--- config.mk ---
export PLATFORM = sky130hd
export DESIGN_NAME = tmr_bank
export DESIGN_NICKNAME = d
export VERILOG_FILES = /design/src/rtl/tmr_pkg.sv /design/src/rtl/tmr_addr_dec.sv /design/src/rtl/tmr_chan.sv /design/src/rtl/tmr_bank.sv
export SDC_FILE = /design/constraint.sdc
export NUM_CORES = 1
export LEC_CHECK = 0
export BUFFER_PORTS_ARGS = -buffer_cell sky130_fd_sc_hd__clkbuf_2
export CAP_MARGIN = 20
export CORE_ASPECT_RATIO = 1.1
export CORE_MARGIN = 8
export CORE_UTILIZATION = 60
export CTS_CLUSTER_DIAMETER = 40
export CTS_CLUSTER_SIZE = 25
export DETAILED_ROUTE_END_ITERATION = 6
export GPL_TIMING_DRIVEN = 1
export PLACE_DENSITY = 0.81
export SYNTH_ARGS = -nofsm -noshare
export SYNTH_HDL_FRONTEND = slang
export SYNTH_HIERARCHICAL = 1
export SYNTH_SLANG_ARGS = --single-unit
--- constraint.sdc ---
create_clock -name clk -period 19.4 [get_ports clk]
set_clock_uncertainty 0.15 [all_clocks]
set_input_delay 3.88 -clock clk [delete_from_list [all_inputs] [get_ports clk]]
set_output_delay 3.88 -clock clk [all_outputs]
set_load 0.05 [all_outputs]
--- src/rtl/tmr_pkg.sv ---
package tmr_pkg;
  // Register select inside one channel window, taken from address bits [4:2].
  typedef enum logic [2:0] {
    CR_CFG  = 3'd0,
    CR_RLD  = 3'd1,
    CR_CUR  = 3'd2,
    CR_WRAP = 3'd3,
    CR_STAT = 3'd4,
    CR_CLR  = 3'd5,
    CR_MASK = 3'd6,
    CR_NONE = 3'd7
  } chan_reg_e;

  localparam int WIN_LG      = 5;       // 32-byte window per channel
  localparam int GLB_CTRL_LO = 5'h00;
  localparam int GLB_REV_LO  = 5'h10;
endpackage

--- src/rtl/tmr_addr_dec.sv ---
module tmr_addr_dec import tmr_pkg::*; #(
  parameter int NCH = 4,
  parameter int AW  = 8
) (
  input  logic           bus_en,
  input  logic [AW-1:0]  addr,
  output logic           ctrl_hit,
  output logic           rev_hit,
  output logic [NCH-1:0] chan_hit,
  output chan_reg_e      sel
);
  localparam int IW = AW - WIN_LG;

  logic [IW-1:0] win_idx;
  logic          aligned;

  assign win_idx  = addr[AW-1:WIN_LG];
  assign aligned  = (addr[1:0] == 2'b00);
  assign sel      = chan_reg_e'(addr[4:2]);
  assign ctrl_hit = bus_en && (win_idx == '0) && (addr[WIN_LG-1:0] == WIN_LG'(GLB_CTRL_LO));
  assign rev_hit  = bus_en && (win_idx == '0) && (addr[WIN_LG-1:0] == WIN_LG'(GLB_REV_LO));

  for (genvar g = 0; g < NCH; g++) begin : g_hit
    assign chan_hit[g] = bus_en && aligned && (win_idx == IW'(g + 1)) && (sel != CR_NONE);
  end
endmodule

--- src/rtl/tmr_chan.sv ---
module tmr_chan import tmr_pkg::*; #(
  parameter int DW = 32
) (
  input  logic          clk,
  input  logic          rst_n,
  input  logic          blk_on,
  input  logic          acc_wr,
  input  logic          acc_rd,
  input  chan_reg_e     sel,
  input  logic [DW-1:0] wdata,
  output logic [DW-1:0] rdata,
  output logic          irq,
  output logic [DW-1:0] cnt_o,
  output logic [DW-1:0] rld_o,
  output logic          run_o,
  output logic          stat_o,
  output logic          mask_o,
  output logic          load_o
);
  logic          run_q, run_d;
  logic          stat_q, stat_d;
  logic          mask_q, mask_d;
  logic [DW-1:0] rld_q, rld_d;
  logic [DW-1:0] cnt_q, cnt_d;
  logic [DW-1:0] wrp_q, wrp_d;
  logic [DW-1:0] shd_q, shd_d;

  logic wr_cfg, wr_rld, wr_clr, wr_mask, snap, tick, wrap, load;

  always_comb begin
    wr_cfg  = acc_wr && (sel == CR_CFG);
    wr_rld  = acc_wr && (sel == CR_RLD);
    wr_clr  = acc_wr && (sel == CR_CLR) && wdata[0];
    wr_mask = acc_wr && (sel == CR_MASK);
    snap    = acc_rd && (sel == CR_WRAP);
    tick    = blk_on && run_q;
    wrap    = tick && (cnt_q == '0);
    load    = wr_cfg && wdata[0] && !run_q;

    run_d  = wr_cfg  ? wdata[0] : run_q;
    mask_d = wr_mask ? wdata[0] : mask_q;
    rld_d  = wr_rld  ? wdata    : rld_q;

    if (load || wrap)  cnt_d = rld_q;
    else if (tick)     cnt_d = cnt_q - 1'b1;
    else               cnt_d = cnt_q;

    wrp_d = wrap ? wrp_q + 1'b1 : wrp_q;

    if (wrap)        stat_d = 1'b1;
    else if (wr_clr) stat_d = 1'b0;
    else             stat_d = stat_q;

    shd_d = snap ? cnt_q : shd_q;
  end

  always_ff @(posedge clk or negedge rst_n) begin
    if (!rst_n) begin
      run_q  <= 1'b0;
      stat_q <= 1'b0;
      mask_q <= 1'b0;
      rld_q  <= '1;
      cnt_q  <= '0;
      wrp_q  <= '0;
      shd_q  <= '0;
    end else begin
      run_q  <= run_d;
      stat_q <= stat_d;
      mask_q <= mask_d;
      rld_q  <= rld_d;
      cnt_q  <= cnt_d;
      wrp_q  <= wrp_d;
      shd_q  <= shd_d;
    end
  end

  always_comb begin
    unique case (sel)
      CR_CFG:  rdata = {{(DW-1){1'b0}}, run_q};
      CR_RLD:  rdata = rld_q;
      CR_CUR:  rdata = shd_q;
      CR_WRAP: rdata = wrp_q;
      CR_STAT: rdata = {{(DW-1){1'b0}}, stat_q};
      CR_MASK: rdata = {{(DW-1){1'b0}}, mask_q};
      default: rdata = '0;
    endcase
  end

  assign irq    = stat_q & mask_q;
  assign cnt_o  = cnt_q;
  assign rld_o  = rld_q;
  assign run_o  = run_q;
  assign stat_o = stat_q;
  assign mask_o = mask_q;
  assign load_o = load;
endmodule

--- src/rtl/tmr_bank.sv ---
module tmr_bank import tmr_pkg::*; #(
  parameter int          NCH    = 4,
  parameter int          DW     = 32,
  parameter logic [31:0] REV_ID = 32'h0002_0100,
  localparam int         AW     = $clog2(32 * (NCH + 1))
) (
  input  logic           clk,
  input  logic           rst_n,
  input  logic           bus_en,
  input  logic           bus_wr,
  input  logic [AW-1:0]  bus_addr,
  input  logic [DW-1:0]  bus_wdata,
  output logic [DW-1:0]  bus_rdata,
  output logic [NCH-1:0] irq_o
);
  // Reset: asserts at once, releases two edges after rst_n rises.
  logic [1:0] rst_sync_q;
  logic       rst_int_n;

  always_ff @(posedge clk or negedge rst_n) begin
    if (!rst_n) rst_sync_q <= 2'b00;
    else        rst_sync_q <= {rst_sync_q[0], 1'b1};
  end
  assign rst_int_n = rst_sync_q[1];

  logic           ctrl_hit, rev_hit;
  logic [NCH-1:0] chan_hit;
  chan_reg_e      sel;

  tmr_addr_dec #(.NCH(NCH), .AW(AW)) dec_i (
    .bus_en   (bus_en),
    .addr     (bus_addr),
    .ctrl_hit (ctrl_hit),
    .rev_hit  (rev_hit),
    .chan_hit (chan_hit),
    .sel      (sel)
  );

  logic blk_q, blk_d;

  always_comb blk_d = (bus_wr && ctrl_hit) ? bus_wdata[0] : blk_q;

  always_ff @(posedge clk or negedge rst_int_n) begin
    if (!rst_int_n) blk_q <= 1'b0;
    else            blk_q <= blk_d;
  end

  logic [NCH-1:0][DW-1:0] ch_rdata, ch_cnt, ch_rld;
  logic [NCH-1:0]         ch_run, ch_stat, ch_mask, ch_load;

  for (genvar g = 0; g < NCH; g++) begin : g_ch
    tmr_chan #(.DW(DW)) ch_i (
      .clk    (clk),
      .rst_n  (rst_int_n),
      .blk_on (blk_q),
      .acc_wr (chan_hit[g] && bus_wr),
      .acc_rd (chan_hit[g] && !bus_wr),
      .sel    (sel),
      .wdata  (bus_wdata),
      .rdata  (ch_rdata[g]),
      .irq    (irq_o[g]),
      .cnt_o  (ch_cnt[g]),
      .rld_o  (ch_rld[g]),
      .run_o  (ch_run[g]),
      .stat_o (ch_stat[g]),
      .mask_o (ch_mask[g]),
      .load_o (ch_load[g])
    );
  end

  always_comb begin
    bus_rdata = '0;
    if (!bus_wr) begin
      if (ctrl_hit) bus_rdata = {{(DW-1){1'b0}}, blk_q};
      if (rev_hit)  bus_rdata = DW'(REV_ID);
      for (int i = 0; i < NCH; i++) begin
        if (chan_hit[i]) bus_rdata = ch_rdata[i];
      end
    end
  end
endmodule

==> impl_metrics.tcl <==
set metrics [dict create \
    arrival_time_worst_endpoint_ns 7.49 \
    instances_no_fill 3497 \
    holdCritStartpoint "rst_sync_q[0]$_DFF_PN0_" \
    drtPass1Iterations 6 \
    vias 24200 \
    worst_slew_margin_rel_pct 25.0 \
    num_rows 85 \
    crit_path_end_kind "output port" \
    netlist.area_leader.share_pct 34.2 \
    power.switching_w 0.000718 \
    synth_nets 2824 \
    min_delay_path_depth 0 \
    grt_remaining_overflow 0 \
    ys_top_cells_by_area "sky130_fd_sc_hd__dfrtp_1 (34%), sky130_fd_sc_hd__mux2_2 (14%), sky130_fd_sc_hd__dfstp_2 (12%), sky130_fd_sc_hd__a22oi_1 (3.2%), sky130_fd_sc_hd__xnor2_1 (3.1%)" \
    synth-main-ff-cell "sky130_fd_sc_hd__dfrtp_1" \
    syn_area_sq_mm 0.0292 \
    critical_path_class "in2out" \
    final-setup-viol-count 0 \
    hold_path_sink "rst_sync_q[1]$_DFF_PN0_" \
    grt_first_pass_wirelength_um 145000 \
    worst_skew_pair.late_latency_ns 0.62 \
    gpl.final_weighted_congestion 1.03 \
    finish.net_count 2831 \
    crit_buf_inv 4 \
    cts_setup_buffers 0 \
    clock_path_buffers 3 \
    drv_cap 0 \
    initialDrtViolationCount 3057 \
    dpl.cell_count 3356 \
    tritoncts.num_buffers 72 \
    timing.final.hold_violations 0 \
    setup_total_negative_slack_ns 0 \
    hold_buffers 0 \
    regToRegStartpoint "blk_q$_DFFE_PN0P_" \
    worst_path_most_repeated_cell "sky130_fd_sc_hd__buf_4" \
    ff2ff_setup_slack_ns 15.64 \
    finalWorstPathRequiredPeriod_ns 11.52 \
    total_die_area_sq_mm 0.0560 \
    number_of_global_route_vias_before_repair 23700 \
    timing.critical_path.from_type "input pin" \
    grtUsageTotal_pct 33.7 \
    async_reset_ff_share_pct 100 \
    regToRegEndpoint "g_ch[0].ch_i/wrp_q[26]$_DFFE_PN0P_" \
    drc 0 \
    postLayoutCoreUtil_pct 67.1 \
    sequentialPowerShare_pct 43.0 \
    hpwl_um 65800 \
    synth_top_cell_by_area "sky130_fd_sc_hd__dfrtp_1" \
    critical-path-top-delay-family "buffers and inverters" \
    grt_setup_unrepaired "false" \
    post_detailed_route_count_of_antenna_violating_nets 0 \
    hold_class "reg2reg" \
    ys_ff_latch 527 \
    part_of_the_total_power_dissipated_in_combinational_logic_pct 6.8 \
    die_h_um 247 \
    cts.reportedPaths.clkPinSlew_ns 0.05 \
    cts_max_level 3 \
    ys.warnings.count 6 \
    grt_antenna_before_repair 9 \
    port_buffers 79 \
    maxClockFrequency_ghz 0.0868 \
    viasPerCell 6.92 \
    synth-edff-count 0 \
    grt_max_degree 192 \
    finalMaxSlewViolations 0 \
    routedWlPerCell_um 27.1 \
    switching_power_as_a_share_of_total_power_pct 26.3 \
    finalCritPeriodShare_pct 59.4 \
    design_area_sq_mm 0.0325 \
    power.leakage_nw 14.0 \
    drive_gt1_share_pct 29.3 \
    yosysSeqAreaShare_pct 45.7 \
    die_width_um 226 \
    critical_path.slowest_cell "sky130_fd_sc_hd__a2111oi_1" \
    routed_wl_um 94800 \
    worstPathCellList "buf_6, buf_4, nor2b_1, buf_4, a22oi_1, nor2_1, nand2_1, a2111oi_1, clkbuf_2" \
    worst-path-max-fanout 51 \
    critPathMaxStageDelay_ns 1.01 \
    worst-r2r-cell-count 6 \
    initial_util_pct 60.3 \
    power.share.clock_pct 50.1 \
    ctsResizeCount 0 \
    max_slew.worst_pin.slew_ns 1.12 \
    postPlaceCellArea_sq_mm 0.0300 \
    num-fill-cells 3621 \
    core_area_sq_mm 0.0485 \
    synthCells 2772 \
    cts_tree "yes" \
    outcome "complete, no violations" \
    p_int_w 0.00201 \
    ir_worst_vdd_v 0.0000729 \
    powerDensity_mw_per_mm2 83.9 \
    cts.root.buffer_cell "sky130_fd_sc_hd__clkbuf_16" \
    synthDistinctLibCells 90 \
    ioPinCount 80 \
    post_synth.cell_area_avg_sq_um 10.5 \
    clock_sink_count 527 \
    cp.required_ns 15.37 \
    syn2layout_area_growth_pct 11.3 \
]
==> layout make-up <==
class	instances	area, sq um	share of cell area, %
sequential	527	13400	41.1
multi-input combinational	2008	14900	45.8
tap	652	816	2.51
timing repair buffer	118	736	2.26
inverter	52	195	0.600
clock inverter	41	448	1.38
antenna	6	15.0	0.0462
clock buffer	93	2080	6.39
==> worst max path at each step <==
stage	from	end	slack, ns	cells after the start
after global routing	bus_addr[3]	bus_rdata[8]	7.83	9
final	bus_addr[3]	bus_rdata[8]	7.88	9
after CTS	bus_addr[3]	bus_rdata[8]	8.05	9
after floorplan	rst_sync_q[1]$_DFF_PN0_	blk_q$_DFFE_PN0P_	3.70	0
after detailed placement	bus_addr[3]	bus_rdata[8]	8.07	9
after global placement	bus_addr[3]	bus_rdata[8]	8.24	9
==> cell usage in the layout, fill, tap and decap left out, drive strengths merged, types with 17 or more instances in the layout <==
cell type / instances
clkinv: 17
or3: 20
mux2: 375
a22o: 25
dfrtp: 399
nor4: 76
and2: 22
xnor2: 104
clkbuf: 169
o21ai: 102
or4: 31
dfstp: 128
xor2: 58
nand2: 229
nor2: 213
buf: 42
nand3: 96
inv: 69
o221ai: 36
nor3: 74
nand4: 56
a22oi: 124
a21o: 31
and3b: 31
o311ai: 28
a21oi: 43
and3: 17
a221o: 18
==> state kept, by name, summed over array words and instances (netlist names) <==
name              count
g_ch.ch_i/run_o       4
g_ch.ch_i/rld_o     128
g_ch.ch_i/cnt_o     128
rst_sync_q            2
g_ch.ch_i/stat_o      4
g_ch.ch_i/mask_o      4
blk_q                 1
g_ch.ch_i/shd_q     128
g_ch.ch_i/wrp_q     128
==> worst reg2reg max path: stages, from the launching register on <==
cell and delay, ns:
sky130_fd_sc_hd__dfrtp_1 0.33, sky130_fd_sc_hd__buf_4 0.29, sky130_fd_sc_hd__or4bb_1 0.60, sky130_fd_sc_hd__nor4_1 0.72, sky130_fd_sc_hd__nand4_1 0.89, sky130_fd_sc_hd__nor4_1 0.53
sky130_fd_sc_hd__xor2_1 0.18
==> power groups by stage <==
| stage | registers [W] | clock network [W] | logic [W] |
|---|---|---|---|
| final | 0.00117 | 0.00137 | 0.000186 |
| after global routing | 0.00118 | 0.00142 | 0.000201 |
| after detailed placement | 0.00119 | 0 | 0.000181 |
| after CTS | 0.00117 | 0.00138 | 0.000182 |
| after global placement | 0.00119 | 0 | 0.000175 |
| after floorplan | 0.00119 | 0 | 0.000109 |
==> synthesized netlist by cell type, types with 17 or more instances <==
library cell,number
sky130_fd_sc_hd__or3_1,18
sky130_fd_sc_hd__a21o_1,31
sky130_fd_sc_hd__dfrtp_1,399
sky130_fd_sc_hd__inv_1,51
sky130_fd_sc_hd__nor2_1,211
sky130_fd_sc_hd__and3_1,17
sky130_fd_sc_hd__a221o_1,18
sky130_fd_sc_hd__a21oi_1,38
sky130_fd_sc_hd__clkbuf_1,112
sky130_fd_sc_hd__o311ai_0,24
sky130_fd_sc_hd__a22o_1,25
sky130_fd_sc_hd__nand2_1,229
sky130_fd_sc_hd__xor2_1,58
sky130_fd_sc_hd__o21ai_0,96
sky130_fd_sc_hd__nand4_1,52
sky130_fd_sc_hd__nand3_1,92
sky130_fd_sc_hd__xnor2_1,104
sky130_fd_sc_hd__and2_1,21
sky130_fd_sc_hd__and3b_1,28
sky130_fd_sc_hd__a22oi_1,124
sky130_fd_sc_hd__o221ai_1,29
sky130_fd_sc_hd__nor4_1,58
sky130_fd_sc_hd__buf_2,38
sky130_fd_sc_hd__mux2_2,375
sky130_fd_sc_hd__nor3_1,72
sky130_fd_sc_hd__or4_1,27
sky130_fd_sc_hd__dfstp_2,128
==> cells by family (layout without fill, tap and decap cells) <==
logic type,after synthesis,after routing,synth area share [%]
adder cells (fa/ha/maj),8,8,0.343
other,1,7,0.0128
buffers and inverters,237,304,3.60
flip-flops,527,527,45.7
AND/OR/NAND/NOR,959,959,18.1
multiplexers,391,391,15.0
XOR/XNOR,162,162,4.86
AO/OA/AOI/OAI,487,487,12.4
==> routing by layer <==
metal  share of wire, %  global-route usage [%]  vias to the layer above
met5              0.070                       0                        -
met4                8.2                    24.6                       10
met3                 10                    8.04                      398
met2                 44                    50.1                     1493
met1                 37                    42.8                    12000
li1                   -                       -                    10300
==> through the flow <==
stage	setup WS, ns	total power [W]	hold slack [ns]
5_1_grt	7.83	0.00280	0.219
3_3_place_gp	8.24	0.00136	0.187
2_1_floorplan	3.70	0.00130	0.181
6_report	7.88	0.00273	0.202
3_5_place_dp	8.07	0.00137	0.194
4_1_cts	8.05	0.00273	0.207
Note: power is estimated with default switching activity, not from simulation.
